<file path="src/rtl/pmt_pkg.sv">
`timescale 1ns/1ps
package pmt_pkg;
   // byte offsets decoded by software drivers
   localparam int unsigned REG_CTRL   = 'h00;
   localparam int unsigned REG_COUNT  = 'h04;
   localparam int unsigned REG_LIMIT  = 'h08;
   localparam int unsigned REG_START  = 'h4C;

   // control field positions
   localparam int unsigned B_PS   = 0;
   localparam int unsigned B_SRC  = 3;
   localparam int unsigned B_IE   = 6;
   localparam int unsigned B_FLAG = 7;

   typedef enum logic [1:0] {
      SRC_OFF  = 2'd0,
      SRC_SYS  = 2'd1,
      SRC_RSV2 = 2'd2,
      SRC_RSV3 = 2'd3
   } clk_src_e;
endpackage

</file>
<file path="src/rtl/pmt_prescaler.sv">
`timescale 1ns/1ps
module pmt_prescaler #(
   parameter int unsigned PS_W = 3
) (
   input  logic            clk,
   input  logic            rst_n,
   input  logic            run,
   input  logic            restart,
   input  logic [PS_W-1:0] ps,
   output logic            tick
);
   localparam int unsigned DIV_W = (1 << PS_W) - 1;

   logic [DIV_W-1:0] div_q;
   logic [DIV_W-1:0] limit;

   // 2^ps - 1 as a right-shifted mask
   assign limit = {DIV_W{1'b1}} >> (DIV_W - int'(ps));
   assign tick  = run && !restart && (div_q == limit);

   always_ff @(posedge clk or negedge rst_n) begin
      if (!rst_n)                       div_q <= '0;
      else if (restart || !run || tick) div_q <= '0;
      else                              div_q <= div_q + 1'b1;
   end
endmodule

</file>
<file path="src/rtl/pmt_shadow.sv">
`timescale 1ns/1ps
module pmt_shadow #(
   parameter int unsigned   W        = 16,
   parameter logic [W-1:0]  RST_VAL  = '0,
   parameter bit            BUFFERED = 1'b1
) (
   input  logic         clk,
   input  logic         rst_n,
   input  logic         wr,
   input  logic [W-1:0] wdata,
   input  logic         load,
   output logic [W-1:0] value
);
   generate
      if (BUFFERED) begin : g_buffered
         logic [W-1:0] hold_q;
         always_ff @(posedge clk or negedge rst_n) begin
            if (!rst_n) begin
               hold_q <= RST_VAL;
               value  <= RST_VAL;
            end else begin
               if (wr)   hold_q <= wdata;
               if (load) value  <= hold_q;
            end
         end
      end else begin : g_direct
         always_ff @(posedge clk or negedge rst_n) begin
            if (!rst_n)  value <= RST_VAL;
            else if (wr) value <= wdata;
         end
      end
   endgenerate
endmodule

</file>
<file path="src/rtl/pmt_counter.sv">
`timescale 1ns/1ps
module pmt_counter #(
   parameter int unsigned CNT_W = 16
) (
   input  logic             clk,
   input  logic             rst_n,
   input  logic             tick,
   input  logic             reload,
   input  logic [CNT_W-1:0] start_val,
   input  logic [CNT_W-1:0] limit_val,
   output logic [CNT_W-1:0] cnt,
   output logic             wrap
);
   logic at_limit;

   assign at_limit = (cnt == limit_val);
   assign wrap     = tick && at_limit && !reload;

   always_ff @(posedge clk or negedge rst_n) begin
      if (!rst_n)        cnt <= '0;
      else if (reload)   cnt <= start_val;
      else if (tick)     cnt <= at_limit ? start_val : cnt + 1'b1;
   end
endmodule

</file>
<file path="src/rtl/pmt_timer.sv">
`timescale 1ns/1ps
module pmt_timer
   import pmt_pkg::*;
#(
   parameter int unsigned DATA_W   = 32,
   parameter int unsigned ADDR_W   = 8,
   parameter int unsigned CNT_W    = 16,
   parameter int unsigned PS_W     = 3,
   parameter bit          BUFFERED = 1'b1
) (
   input  logic              clk,
   input  logic              rst_n,
   input  logic              bus_wr,
   input  logic [ADDR_W-1:0] bus_addr,
   input  logic [DATA_W-1:0] bus_wdata,
   output logic [DATA_W-1:0] bus_rdata,
   output logic              irq
);
   localparam logic [CNT_W-1:0] LIMIT_RST = '1;
   localparam logic [CNT_W-1:0] START_RST = '0;

   if (CNT_W < 8 || CNT_W >= DATA_W) begin : g_bad_cnt_w
      $error("pmt_timer: CNT_W must be at least 8 and below DATA_W");
   end
   if (PS_W < 1 || PS_W > 3) begin : g_bad_ps_w
      $error("pmt_timer: PS_W must be 1 to 3");
   end
   if (ADDR_W < 7) begin : g_bad_addr_w
      $error("pmt_timer: ADDR_W too narrow for the start register offset");
   end

   logic wr_ctrl, wr_count, wr_limit, wr_start;
   assign wr_ctrl  = bus_wr && (bus_addr == ADDR_W'(REG_CTRL));
   assign wr_count = bus_wr && (bus_addr == ADDR_W'(REG_COUNT));
   assign wr_limit = bus_wr && (bus_addr == ADDR_W'(REG_LIMIT));
   assign wr_start = bus_wr && (bus_addr == ADDR_W'(REG_START));

   logic [PS_W-1:0] ps_q, ps_new;
   clk_src_e        src_q, src_new;
   logic            ie_q, flag_q;
   logic            restart, run, load, tick, wrap;
   logic [CNT_W-1:0] cnt_q, limit_act, start_act;

   assign ps_new  = bus_wdata[B_PS +: PS_W];
   assign src_new = clk_src_e'(bus_wdata[B_SRC +: 2]);
   assign restart = wr_ctrl && ((ps_new != ps_q) || (src_new != src_q));
   assign run     = (src_q == SRC_SYS);
   assign load    = (src_q == SRC_OFF);

   always_ff @(posedge clk or negedge rst_n) begin
      if (!rst_n) begin
         ps_q  <= '0;
         src_q <= SRC_OFF;
         ie_q  <= 1'b0;
      end else if (wr_ctrl) begin
         ps_q  <= ps_new;
         src_q <= src_new;
         ie_q  <= bus_wdata[B_IE];
      end
   end

   // a wrap outranks a clearing write
   always_ff @(posedge clk or negedge rst_n) begin
      if (!rst_n)                             flag_q <= 1'b0;
      else if (wrap)                          flag_q <= 1'b1;
      else if (wr_ctrl && !bus_wdata[B_FLAG]) flag_q <= 1'b0;
   end

   pmt_prescaler #(.PS_W(PS_W)) u_div (
      .clk(clk), .rst_n(rst_n), .run(run), .restart(restart),
      .ps(ps_q), .tick(tick)
   );

   pmt_shadow #(.W(CNT_W), .RST_VAL(LIMIT_RST), .BUFFERED(BUFFERED)) u_limit (
      .clk(clk), .rst_n(rst_n), .wr(wr_limit),
      .wdata(bus_wdata[CNT_W-1:0]), .load(load), .value(limit_act)
   );

   pmt_shadow #(.W(CNT_W), .RST_VAL(START_RST), .BUFFERED(BUFFERED)) u_start (
      .clk(clk), .rst_n(rst_n), .wr(wr_start),
      .wdata(bus_wdata[CNT_W-1:0]), .load(load), .value(start_act)
   );

   pmt_counter #(.CNT_W(CNT_W)) u_cnt (
      .clk(clk), .rst_n(rst_n), .tick(tick), .reload(wr_count),
      .start_val(start_act), .limit_val(limit_act), .cnt(cnt_q), .wrap(wrap)
   );

   always_comb begin
      bus_rdata = '0;
      if (bus_addr == ADDR_W'(REG_CTRL)) begin
         bus_rdata[B_PS +: PS_W] = ps_q;
         bus_rdata[B_SRC +: 2]   = src_q;
         bus_rdata[B_IE]         = ie_q;
         bus_rdata[B_FLAG]       = flag_q;
      end else if (bus_addr == ADDR_W'(REG_COUNT)) begin
         bus_rdata[CNT_W-1:0] = cnt_q;
      end else if (bus_addr == ADDR_W'(REG_LIMIT)) begin
         bus_rdata[CNT_W-1:0] = limit_act;
      end else if (bus_addr == ADDR_W'(REG_START)) begin
         bus_rdata[CNT_W-1:0] = start_act;
      end
   end

   assign irq = flag_q & ie_q;

   logic unused_wdata;
   assign unused_wdata = ^{bus_wdata[DATA_W-1:CNT_W], bus_wdata[B_SRC+2]};
endmodule

</file>
<file path="config.mk">
export PLATFORM = sky130hd
export DESIGN_NAME = pmt_timer
export DESIGN_NICKNAME = d
export VERILOG_FILES = /design/src/rtl/pmt_pkg.sv /design/src/rtl/pmt_prescaler.sv /design/src/rtl/pmt_shadow.sv /design/src/rtl/pmt_counter.sv /design/src/rtl/pmt_timer.sv
export SDC_FILE = /design/constraint.sdc
export NUM_CORES = 1
export LEC_CHECK = 0
export BUFFER_PORTS_ARGS = -buffer_cell sky130_fd_sc_hd__buf_4
export CAP_MARGIN = 5
export CORE_MARGIN = 10
export CORE_UTILIZATION = 41
export CTS_CLUSTER_DIAMETER = 50
export DETAILED_ROUTE_END_ITERATION = 10
export SETUP_SLACK_MARGIN = 0.5
export SYNTH_ARGS = -nofsm -noshare
export SYNTH_HDL_FRONTEND = slang
export SYNTH_SLANG_ARGS = --single-unit
</file>
<file path="constraint.sdc">
create_clock -name clk -period 2.4 [get_ports clk]
set_input_delay 0.36 -clock clk [delete_from_list [all_inputs] [get_ports clk]]
set_output_delay 0.36 -clock clk [all_outputs]
set_load 0.005 [all_outputs]
</file>
==> results.py, run 1 <==
metrics = {
    "sta": {
        "fin_crit_ps": 2251,
        "fmax_mhz": 444.3,
        "finalCritPeriodShare_pct": 93.79,
        "maxSlewViolCount": 0,
        "rsz0062_at_grt": "yes",
        "maxSlewHeadroom_pct": 64.51,
        "setup_violations": 0,
        "tns_ps": 0,
        "skew_ps": 7.942,
        "fin_hold_ws_ps": 229.2,
        "hold_viol": 0,
        "fin_ws_ps": 149.1,
        "tightestPinTransition_ps": 531.8,
    },
    "logic_synthesis": {
        "yosys_warnings": 0,
        "yosysTopAreaCell": "dfrtp_1",
        "synth_edf_count": 0,
        "synth_commonest_cells": "62 x dfrtp_1, 57 x nand2_1, 52 x mux2_2",
        "syn-cell-area_sq_um": 5079,
        "dominantRegCellSynth": "dfrtp_1",
        "yosys_register_bits": 94,
        "synth_cell_type_count": 58,
        "synthCells": 442,
        "async_reset_ff_share_pct": 100.0,
        "syn_avg_cell_area_sq_um": 11.49,
        "synth_most_common_cell": "dfrtp_1",
        "yosysTopAreaCellShare_pct": 30.55,
        "netlist_top_cells_area": "dfrtp_1 31%, dfstp_2 17%, mux2_2 12%",
        "synth_seq_area_share_pct": 47.11,
    },
    "place": {
        "placed_cells": 654,
        "gp_congestion": 0.8438,
        "place_ws_ps": 51.48,
        "placed_area_sq_um": 5720,
        "dp.final_hpwl_microns": 8852,
        "port_buffers": 43,
    },
    "floorplan": {
        "die_area_sq_um": 17240,
        "die_height_microns": 131.3,
        "row_count": 40,
        "start_util_pct": 42.11,
        "coreArea_sq_um": 12060,
        "die_w_microns": 131.3,
        "ios": 76,
    },
    "pwr": {
        "worst_ir_drop_vdd_mv": 0.4343,
        "power_frac_comb_pct": 12.8,
        "p_per_area_nw_per_um2": 569.8,
        "p_int_mw": 2.782,
        "p_leak_nw": 3.074,
        "p_sw_mw": 0.9657,
        "p_clk_share_pct": 38.9,
        "swShare_pct": 25.77,
        "pwr-share-seq_pct": 48.3,
    },
    "global_routing": {
        "gr-total-overflow": 0,
        "grt_pass1_vias": 3963,
        "antenna_found_initial": 0,
        "grt_usage_pct": 15.26,
        "grt_max_degree": 60,
        "grt_pass1_wl_microns": 21340,
    },
    "setup_path": {
        "critical_path.slowest_cell": "or4_4",
        "max_stage_delay_ps": 580,
        "cpMostUsedCell": "buf_6",
        "critPathLaunchType": "input port",
        "path_max_fanout": 14,
        "crit_type": "in -> out",
        "worstSetupEndpointType": "output port",
        "cp_cell_sequence": "buf_6 -> or4_4 -> nor4_4 -> buf_6 -> buf_12 -> a222oi_1 -> nand2_1 -> buf_4",
        "crit_required_ps": 2040,
        "cp.arrival_ps": 1890,
    },
    "cells_and_area": {
        "n_antenna_cell": 0,
        "areaGrowthSynthToFinish_pct": 29.49,
        "layout.nets": 574,
        "final_cell_area_sq_um": 6576,
        "drive_above_1_share_pct": 47.75,
        "layout.cells.non_filler": 702,
        "fill_cells": 1019,
    },
    "detailed_routing": {
        "num_vias": 3786,
        "routed_wl_microns": 13080,
        "drt_pre_antenna_iters": 5,
        "wire_per_inst_microns": 18.63,
        "route.detailed.drc": 0,
        "dr.first_iter.drc_count": 229,
        "vias_per_cell": 5.393,
        "ant_nets": 0,
    },
    "min_path": {
        "hold_path_class": "in -> reg",
    },
    "cts": {
        "numCtsBuffers": 9,
        "clock-sinks": 94,
        "clk_latency_ps": 350,
        "clk_path_buf_depth": 2,
        "cts_htree_levels": 3,
        "cts_tree": "yes",
        "cts.clk_slew.worst_paths_ps": 60,
        "cts-root-buf": "clkbuf_16",
    },
    "outcome": {
        "status": "completed",
    },
    "run": {
        "maxCapViolCount": 0,
    },
}
[cells by family (layout without fill, tap and decap cells)]
group	Yosys count	in the layout	share of synthesized area, %
multiplexers	84	84	18.35
flip-flops	94	94	47.11
buffers and inverters	42	117	5.420
other	1	16	0.07384
AO/OA/AOI/OAI	52	52	9.436
XOR/XNOR	25	25	4.311
adder cells (fa/ha/maj)	2	2	0.4927
AND/OR/NAND/NOR	142	144	14.81
[state kept, by name, summed over array words and instances, names as in the netlist]
register                   flops
u_cnt.cnt                     16
u_limit.g_buffered.hold_q     16
u_limit.value                 16
u_start.g_buffered.hold_q     16
u_start.value                 16
u_div.div_q                    7
ps_q                           3
src_q                          2
flag_q                         1
ie_q                           1
[cells in the final DEF (no fill, tap or decap), drive strengths merged, types with 2 or more instances in the layout]
cell	Yosys	routed
a311oi	2	2
nor3	7	7
nand2	61	62
xor2	18	18
nand4	6	6
ha	2	2
nand2b	4	4
inv	1	2
clkinvlp	0	2
o22a	4	4
mux2	73	73
and2	4	5
a2bb2oi	2	2
o22ai	2	2
conb	1	16
dfstp	32	32
nor4	5	5
and3	6	6
buf	29	99
clkbuf	12	11
o211ai	3	3
a31oi	2	2
dfrtp	62	62
o21ai	3	3
a222oi	7	7
a22oi	9	9
a22o	2	2
and4	2	2
nand3	18	18
a21oi	6	6
xnor2	7	7
mux2i	11	11
nor2	21	21
o221ai	7	7
[per-layer routing]
layer  track usage (%)  wire [microns]  vias to the layer above
met5                 0               0                        -
met4             7.169             357                        0
met3             3.011             679                       19
met2             24.83            6301                       94
met1             19.03            5740                     1918
li1                  -               -                     1755
[worst paths after layout]
path	start	slack, ps	endpoint	depth (start not counted)
worst max-delay path	bus_addr[1]	150	bus_rdata[6]	8
worst min-delay path	bus_wdata[9]	230	u_start.g_buffered.hold_q[9]	2
worst max register to register	ps_q[0]	290	u_cnt.cnt[0]	7
worst min register to register	u_start.g_buffered.hold_q[7]	490	u_start.g_buffered.hold_q[7]	1
max in group asynchronous	rst_n	1130	u_limit.value[13]	3
min in group asynchronous	rst_n	530	u_start.value[2]	2
[power groups by stage]
stage               registers (mW)  clock network [mW]  logic (mW)
global route                  1.83                1.56       0.524
floorplan                     1.80                   0       0.274
finish                        1.81                1.46       0.478
global placement              1.83                   0       0.418
CTS                           1.81                1.49       0.476
detailed placement            1.83                   0       0.431
[through the flow]
stage                     utilization (%)  total power, mW
final                               54.52            3.747
after global routing                54.52            3.907
after CTS                           53.37            3.772
after detailed placement            47.43            2.262
after global placement              47.43            2.245
after floorplan                         -            2.078
[critical path, delay by kind of cell]
family | cells | cell delay, ps
AO/OA/AOI/OAI | 1 | 90
buffers and inverters | 4 | 500
AND/OR/NAND/NOR | 3 | 930
[final cells by class]
cell class	instances	area [sq um]	share of cell area [%]
repair buffers	100	987.2	15.01
flip-flops and latches	94	2397	36.45
well taps	168	210.2	3.196
clock inverters	5	58.81	0.8942
inverters	1	3.754	0.05708
multi-input cells	323	2676	40.70
clock buffers	11	242.7	3.691
[timing repair]
item / 4_1_cts / 5_1_grt
hold endpoints to repair: 12 / 0
hold buffers: 1 / 0
endpoints found under the setup margin: 47 / 58
cloned: 4 / 0
buffers inserted: 20 / 7
pin swaps: 21 / 7
gates resized for setup: 41 / 20
Power figures use the tool's default switching activity.
==> run 2: changes to the inputs <==
--- a/config.mk
+++ b/config.mk
@@ -7,11 +7,11 @@
 export LEC_CHECK = 0
 export BUFFER_PORTS_ARGS = -buffer_cell sky130_fd_sc_hd__buf_4
 export CAP_MARGIN = 5
-export CORE_MARGIN = 10
+export CORE_MARGIN = 2
 export CORE_UTILIZATION = 41
+export CTS_BUF_LIST = sky130_fd_sc_hd__clkbuf_16
 export CTS_CLUSTER_DIAMETER = 50
 export DETAILED_ROUTE_END_ITERATION = 10
-export SETUP_SLACK_MARGIN = 0.5
 export SYNTH_ARGS = -nofsm -noshare
 export SYNTH_HDL_FRONTEND = slang
 export SYNTH_SLANG_ARGS = --single-unit
==> run 2 against run 1 <==
  * Cell area is 8.0% lower
  * Final cell count is 3.7% lower
  * Via count is 4.3% lower
  * Hold slack worse by 200 ps
  * Combinational power is 9.4% lower
  * Sequential cell count stayed put
  * Critical path type unchanged
  * Critical endpoint unchanged
  * Highest routed layer unchanged
==> results.py, run 2 (same netlist as run 1, synthesis figures left out) <==
metrics = {
    "outcome": {
        "status": "completed",
    },
    "setup_path": {
        "path_max_fanout": 14,
        "critPathLaunchType": "input port",
        "crit_type": "in -> out",
        "cp.arrival_ps": 1960,
        "worstSetupEndpointType": "output port",
        "crit_required_ps": 2040,
    },
    "cts": {
        "cts_tree": "yes",
        "cts.clk_slew.worst_paths_ps": 70,
        "clock-sinks": 94,
        "cts-root-buf": "clkbuf_16",
        "cts_repair_resize_count": 0,
        "numCtsBuffers": 9,
        "clk_path_buf_depth": 2,
        "cts_htree_levels": 3,
        "clk_latency_ps": 340,
    },
    "global_routing": {
        "grt_pass1_vias": 3823,
        "grt_usage_pct": 19.55,
        "gr-total-overflow": 0,
        "grt_pass1_wl_microns": 19860,
        "grt_max_degree": 51,
        "antenna_found_initial": 0,
    },
    "cells_and_area": {
        "areaGrowthSynthToFinish_pct": 19.19,
        "n_antenna_cell": 0,
        "drive_above_1_share_pct": 38.98,
        "layout.cells.non_filler": 676,
        "fill_cells": 1111,
        "layout_common_cells": "68 x buf_4, 62 x dfrtp_1, 57 x nand2_1",
        "layout.nets": 548,
        "fin_util_pct": 50.19,
        "final_common_cell": "buf_4",
    },
    "place": {
        "placed_cells": 660,
        "gp_congestion": 0.8509,
        "dp.final_hpwl_microns": 8692,
        "place_ws_ps": 15.45,
        "port_buffers": 43,
    },
    "detailed_routing": {
        "dr.first_iter.drc_count": 295,
        "vias_per_cell": 5.362,
        "routed_wl_microns": 11960,
        "route.detailed.drc": 0,
        "ant_nets": 0,
        "wire_per_inst_microns": 17.68,
        "num_vias": 3625,
        "drt_pre_antenna_iters": 5,
    },
    "sta": {
        "skew_ps": 5.747,
        "hold_viol": 0,
        "rsz0062_at_grt": "no",
        "fin_ws_ps": 78.33,
        "maxSlewViolCount": 0,
        "finalCritPeriodShare_pct": 96.74,
        "fmax_mhz": 430.7,
        "tightestPinTransition_ps": 734.3,
        "fin_crit_ps": 2322,
        "maxSlewHeadroom_pct": 50.71,
        "setup_violations": 0,
        "tns_ps": 0,
    },
    "floorplan": {
        "start_util_pct": 42.11,
        "die_height_microns": 115.3,
        "coreArea_sq_um": 12060,
        "ios": 76,
        "die_w_microns": 115.3,
        "row_count": 40,
        "die_area_sq_um": 13290,
    },
    "pwr": {
        "swShare_pct": 25.83,
        "p_sw_mw": 0.9548,
        "p_int_mw": 2.741,
        "worst_ir_drop_vdd_mv": 0.3619,
        "power_frac_comb_pct": 11.7,
        "p_leak_nw": 2.806,
        "p_per_area_nw_per_um2": 610.5,
        "p_clk_share_pct": 39.5,
        "pwr-share-seq_pct": 48.8,
    },
    "min_path": {
        "hold_path_class": "in -> async",
    },
    "run": {
        "maxCapViolCount": 0,
    },
}
-- run 2: cell count changes in the layout (fill, tap and decap cells not counted), sizes merged --
cell / previous run / this run
inv: 2 / 4
and2: 5 / 4
dlygate4sd3: 1 / 0
buf: 99 / 76
clkinv: 1 / 2
clkinvlp: 2 / 1
clkbuf: 11 / 9
nand2: 62 / 61
-- run 2: critical path, cell delays in order --
cell and delay [ps]:
buf_4 110, or4_4 570, nor4_4 230, buf_4 200
buf_12 150, a222oi_1 100, nand2_1 120, buf_4 120
-- run 2: path summary, 6_finish.rpt --
kind                       cells past startpoint                             to  slack [ps]                          from
setup / recovery                               8                   bus_rdata[6]          80                   bus_addr[1]
hold / removal                                 1   u_start.g_buffered.hold_q[1]          30                         rst_n
setup reg to reg                               7                   u_cnt.cnt[9]         130                       ps_q[0]
hold reg to reg                                1   u_start.g_buffered.hold_q[9]         490  u_start.g_buffered.hold_q[9]
max in group asynchronous                      2  u_limit.g_buffered.hold_q[13]        1630                         rst_n
min in group clk                               2   u_start.g_buffered.hold_q[9]         230                  bus_wdata[9]
-- run 2: through the flow --
stage | power [mW] | cell area, sq um | hold WS (ps)
after floorplan | 2.075 | 5135 | 64.41
after global placement | 2.251 | 5747 | 434.3
after detailed placement | 2.267 | 5747 | 434.5
after CTS | 3.748 | 6053 | 60.73
after global routing | 3.871 | 6053 | 81.74
final | 3.696 | 6053 | 29.83
-- run 2: what timing repair did --
| item | CTS | global route |
|---|---|---|
| endpoints found under the setup margin | 0 | 1 |
| hold buffers | 0 | 0 |
| setup buffers | 0 | 0 |
-- run 2: final cells by class --
type	instances	area [sq um]	area share [%]
Tap cell	168	210.2	3.473
Sequential cell	94	2392	39.52
Clock inverter	7	81.33	1.344
Multi-Input combinational cell	321	2470	40.80
Timing Repair Buffer	76	670.6	11.08
Clock buffer	9	225.2	3.721
Inverter	1	3.754	0.06201
-- run 2: layer usage --
| layer | up-vias | global-route usage [%] | share of wire, % |
|---|---|---|---|
| li1 | 1698 | - | - |
| met2 | 97 | 32.78 | 49 |
| met1 | 1812 | 25.10 | 45 |
| met4 | 0 | 8.193 | 2.3 |
| met5 | - | 0 | 0 |
| met3 | 18 | 3.321 | 3.8 |
-- run 2: power by group through the flow --
stage | Sequential, mW | Combinational (mW) | Clock, mW
global route | 1.82 | 0.486 | 1.57
detailed placement | 1.83 | 0.437 | 0
CTS | 1.80 | 0.440 | 1.51
finish | 1.80 | 0.433 | 1.46
floorplan | 1.80 | 0.271 | 0
global placement | 1.82 | 0.427 | 0
==> run 3: changes to the inputs <==
--- a/config.mk
+++ b/config.mk
@@ -8,10 +8,11 @@
 export BUFFER_PORTS_ARGS = -buffer_cell sky130_fd_sc_hd__buf_4
 export CAP_MARGIN = 5
 export CORE_MARGIN = 2
-export CORE_UTILIZATION = 41
+export CORE_UTILIZATION = 40
 export CTS_BUF_LIST = sky130_fd_sc_hd__clkbuf_16
 export CTS_CLUSTER_DIAMETER = 50
 export DETAILED_ROUTE_END_ITERATION = 10
+export MAX_ROUTING_LAYER = met4
 export SYNTH_ARGS = -nofsm -noshare
 export SYNTH_HDL_FRONTEND = slang
 export SYNTH_SLANG_ARGS = --single-unit
==> constraint.sdc (replaced) <==
create_clock -name clk -period 2.3 [get_ports clk]
set_input_delay 0.345 -clock clk [delete_from_list [all_inputs] [get_ports clk]]
set_output_delay 0.345 -clock clk [all_outputs]
set_load 0.005 [all_outputs]
==> run 3 against run 2 <==
  * Register-to-register slack lost 30 ps
  * Total power grew 0.84%
  * Core utilization shrank 0.50 points
  * Setup slack lost 52 ps
  * Sequential power grew 4%
  * Sequential share of layout area shrank 1.0 points
  * Clock power shrank 6%
  * Sequential cell count is the same
  * Critical path depth is the same
  * Combinational power grew 12%
  * Final cell count grew 3.0%
  * Critical endpoint is now bus_rdata[7]
  * Largest power group unchanged
==> results.py, run 3 (same netlist as run 1, synthesis figures left out) <==
metrics = {
    "pwr": {
        "p_leak_nw": 2.896,
        "p_per_area_nw_per_um2": 599.2,
        "worst_ir_drop_vdd_mv": 0.5121,
        "finalPower_mw": 3.727,
    },
    "setup_path": {
        "worstSetupEndpointType": "output port",
        "cp.arrival_ps": 1930,
        "crit_type": "in -> out",
        "crit_path_start": "bus_addr[4]",
        "reg2reg_from": "ps_q[0]",
        "path_max_fanout": 5,
        "critPathLaunchType": "input port",
        "crit_required_ps": 1960,
    },
    "global_routing": {
        "antenna_found_initial": 0,
        "grt_usage_pct": 19.45,
        "gr-total-overflow": 0,
        "grt_pass1_wl_microns": 19440,
        "grt_max_degree": 41,
        "grt_pass1_vias": 3740,
    },
    "sta": {
        "finalCritPeriodShare_pct": 98.84,
        "fin_crit_ps": 2273,
        "setup_violations": 0,
        "skew_ps": 4.989,
        "rsz0062_at_grt": "yes",
        "fmax_mhz": 439.9,
        "maxSlewViolCount": 0,
        "hold_viol": 0,
        "maxSlewHeadroom_pct": 65.10,
        "tightestPinTransition_ps": 523.0,
    },
    "detailed_routing": {
        "vias_per_cell": 5.246,
        "wire_per_inst_microns": 17.17,
        "dr.first_iter.drc_count": 212,
        "route.detailed.drc": 0,
        "drt_pre_antenna_iters": 5,
        "num_vias": 3651,
        "routed_wl_microns": 11950,
        "ant_nets": 0,
    },
    "cts": {
        "cts_htree_levels": 3,
        "cts-root-buf": "clkbuf_16",
        "clock-sinks": 94,
        "numCtsBuffers": 9,
        "cts.clk_slew.worst_paths_ps": 60,
        "clk_path_buf_depth": 2,
        "cts_tree": "yes",
        "clk_latency_ps": 350,
    },
    "floorplan": {
        "die_area_sq_um": 13610,
        "die_height_microns": 116.7,
        "start_util_pct": 40.57,
        "die_w_microns": 116.7,
        "row_count": 41,
        "ios": 76,
        "coreArea_sq_um": 12520,
    },
    "min_path": {
        "hold_start": "bus_wdata[5]",
        "hold_path_class": "in -> reg",
    },
    "cells_and_area": {
        "layout.nets": 564,
        "fin_util_pct": 49.69,
        "final_common_cell": "buf_4",
        "fill_cells": 1145,
        "drive_above_1_share_pct": 41.79,
        "areaGrowthSynthToFinish_pct": 22.47,
        "n_antenna_cell": 0,
        "layout_common_cells": "77 x buf_4, 61 x dfrtp_1, 57 x nand2_1",
    },
    "outcome": {
        "status": "completed",
    },
    "run": {
        "maxCapViolCount": 0,
    },
    "place": {
        "port_buffers": 43,
        "dp.final_hpwl_microns": 8717,
        "gp_congestion": 0.8361,
    },
}
## run 3: cell types whose count changed in the layout (fill, tap and decap cells not counted), moves of 2 or more
cell / change
buf_4: +9
buf_6: +4
clkbuf_16: +2
clkinv_2: +2
inv_1: +2
inv_8: -2
## run 3: cell type report
cell class	instances	area [sq um]	share of cell area, %
sequential	94	2394	38.48
clock buffer	9	225.2	3.621
timing repair buffer	92	843.3	13.56
tap	172	215.2	3.460
inverter	1	3.754	0.06035
multi-input combinational	321	2496	40.13
clock inverter	7	42.54	0.6840
## run 3: metal layers
metal  vias to the layer above  share of wire [%]  wire length [microns]  track usage [%]
met1                      1826                 45                   5365            24.50
met3                        18                3.3                    396            2.854
met4                         0                2.3                    272            8.314
met5                         -                  0                      0                -
li1                       1730                  -                      -                -
met2                        77                 50                   5916            31.37
## run 3: what timing repair did
item,4_1_cts,5_1_grt
buffers inserted,0,2
hold buffers,1,0
hold endpoints to repair,23,0
gates resized for setup,1,12
pin swaps,1,6
gates cloned,0,2
setup endpoints to repair,2,22
## run 3: path summary, 6_finish.rpt
path                       slack [ps]  cells after the start                      endpoint
min in group asynchronous         510                      2              u_start.value[3]
min                               210                      2  u_start.g_buffered.hold_q[5]
max reg2reg                       100                      7                  u_cnt.cnt[0]
max in group asynchronous        1080                      3             u_limit.value[15]
max                                30                      8                  bus_rdata[7]
min reg2reg                       490                      1  u_start.g_buffered.hold_q[5]
## run 3: stage by stage
stage / std cells / TNS (ps) / hold slack [ps] / setup WS [ps] / cell area (sq um)
after floorplan: 457 / 0 / 49.41 / 40.35 / 5135
after global placement: 675 / 0 / 354.9 / 8.011 / 5834
after detailed placement: 675 / -78.97 / 355.4 / -31.34 / 5834
after CTS: 692 / 0 / 207.0 / 1.248 / 6116
after global routing: 696 / -9.891 / 213.5 / -9.891 / 6220
final: 696 / 0 / 211.9 / 26.61 / 6220
## run 3: report_power, final
group	leakage [nW]	switching, mW	internal [mW]	total, mW
Clock	0.138	0.641	0.726	1.37
Combinational	1.62	0.242	0.241	0.483
Sequential	1.14	0.0955	1.78	1.88
## run 3: worst max-delay path, cell delays in order
cell      delay, ps
buf_6            90
or4_4           570
nor2_4          130
and4bb_4        330
buf_12          140
a222oi_1         60
nand2_1         140
buf_6           120
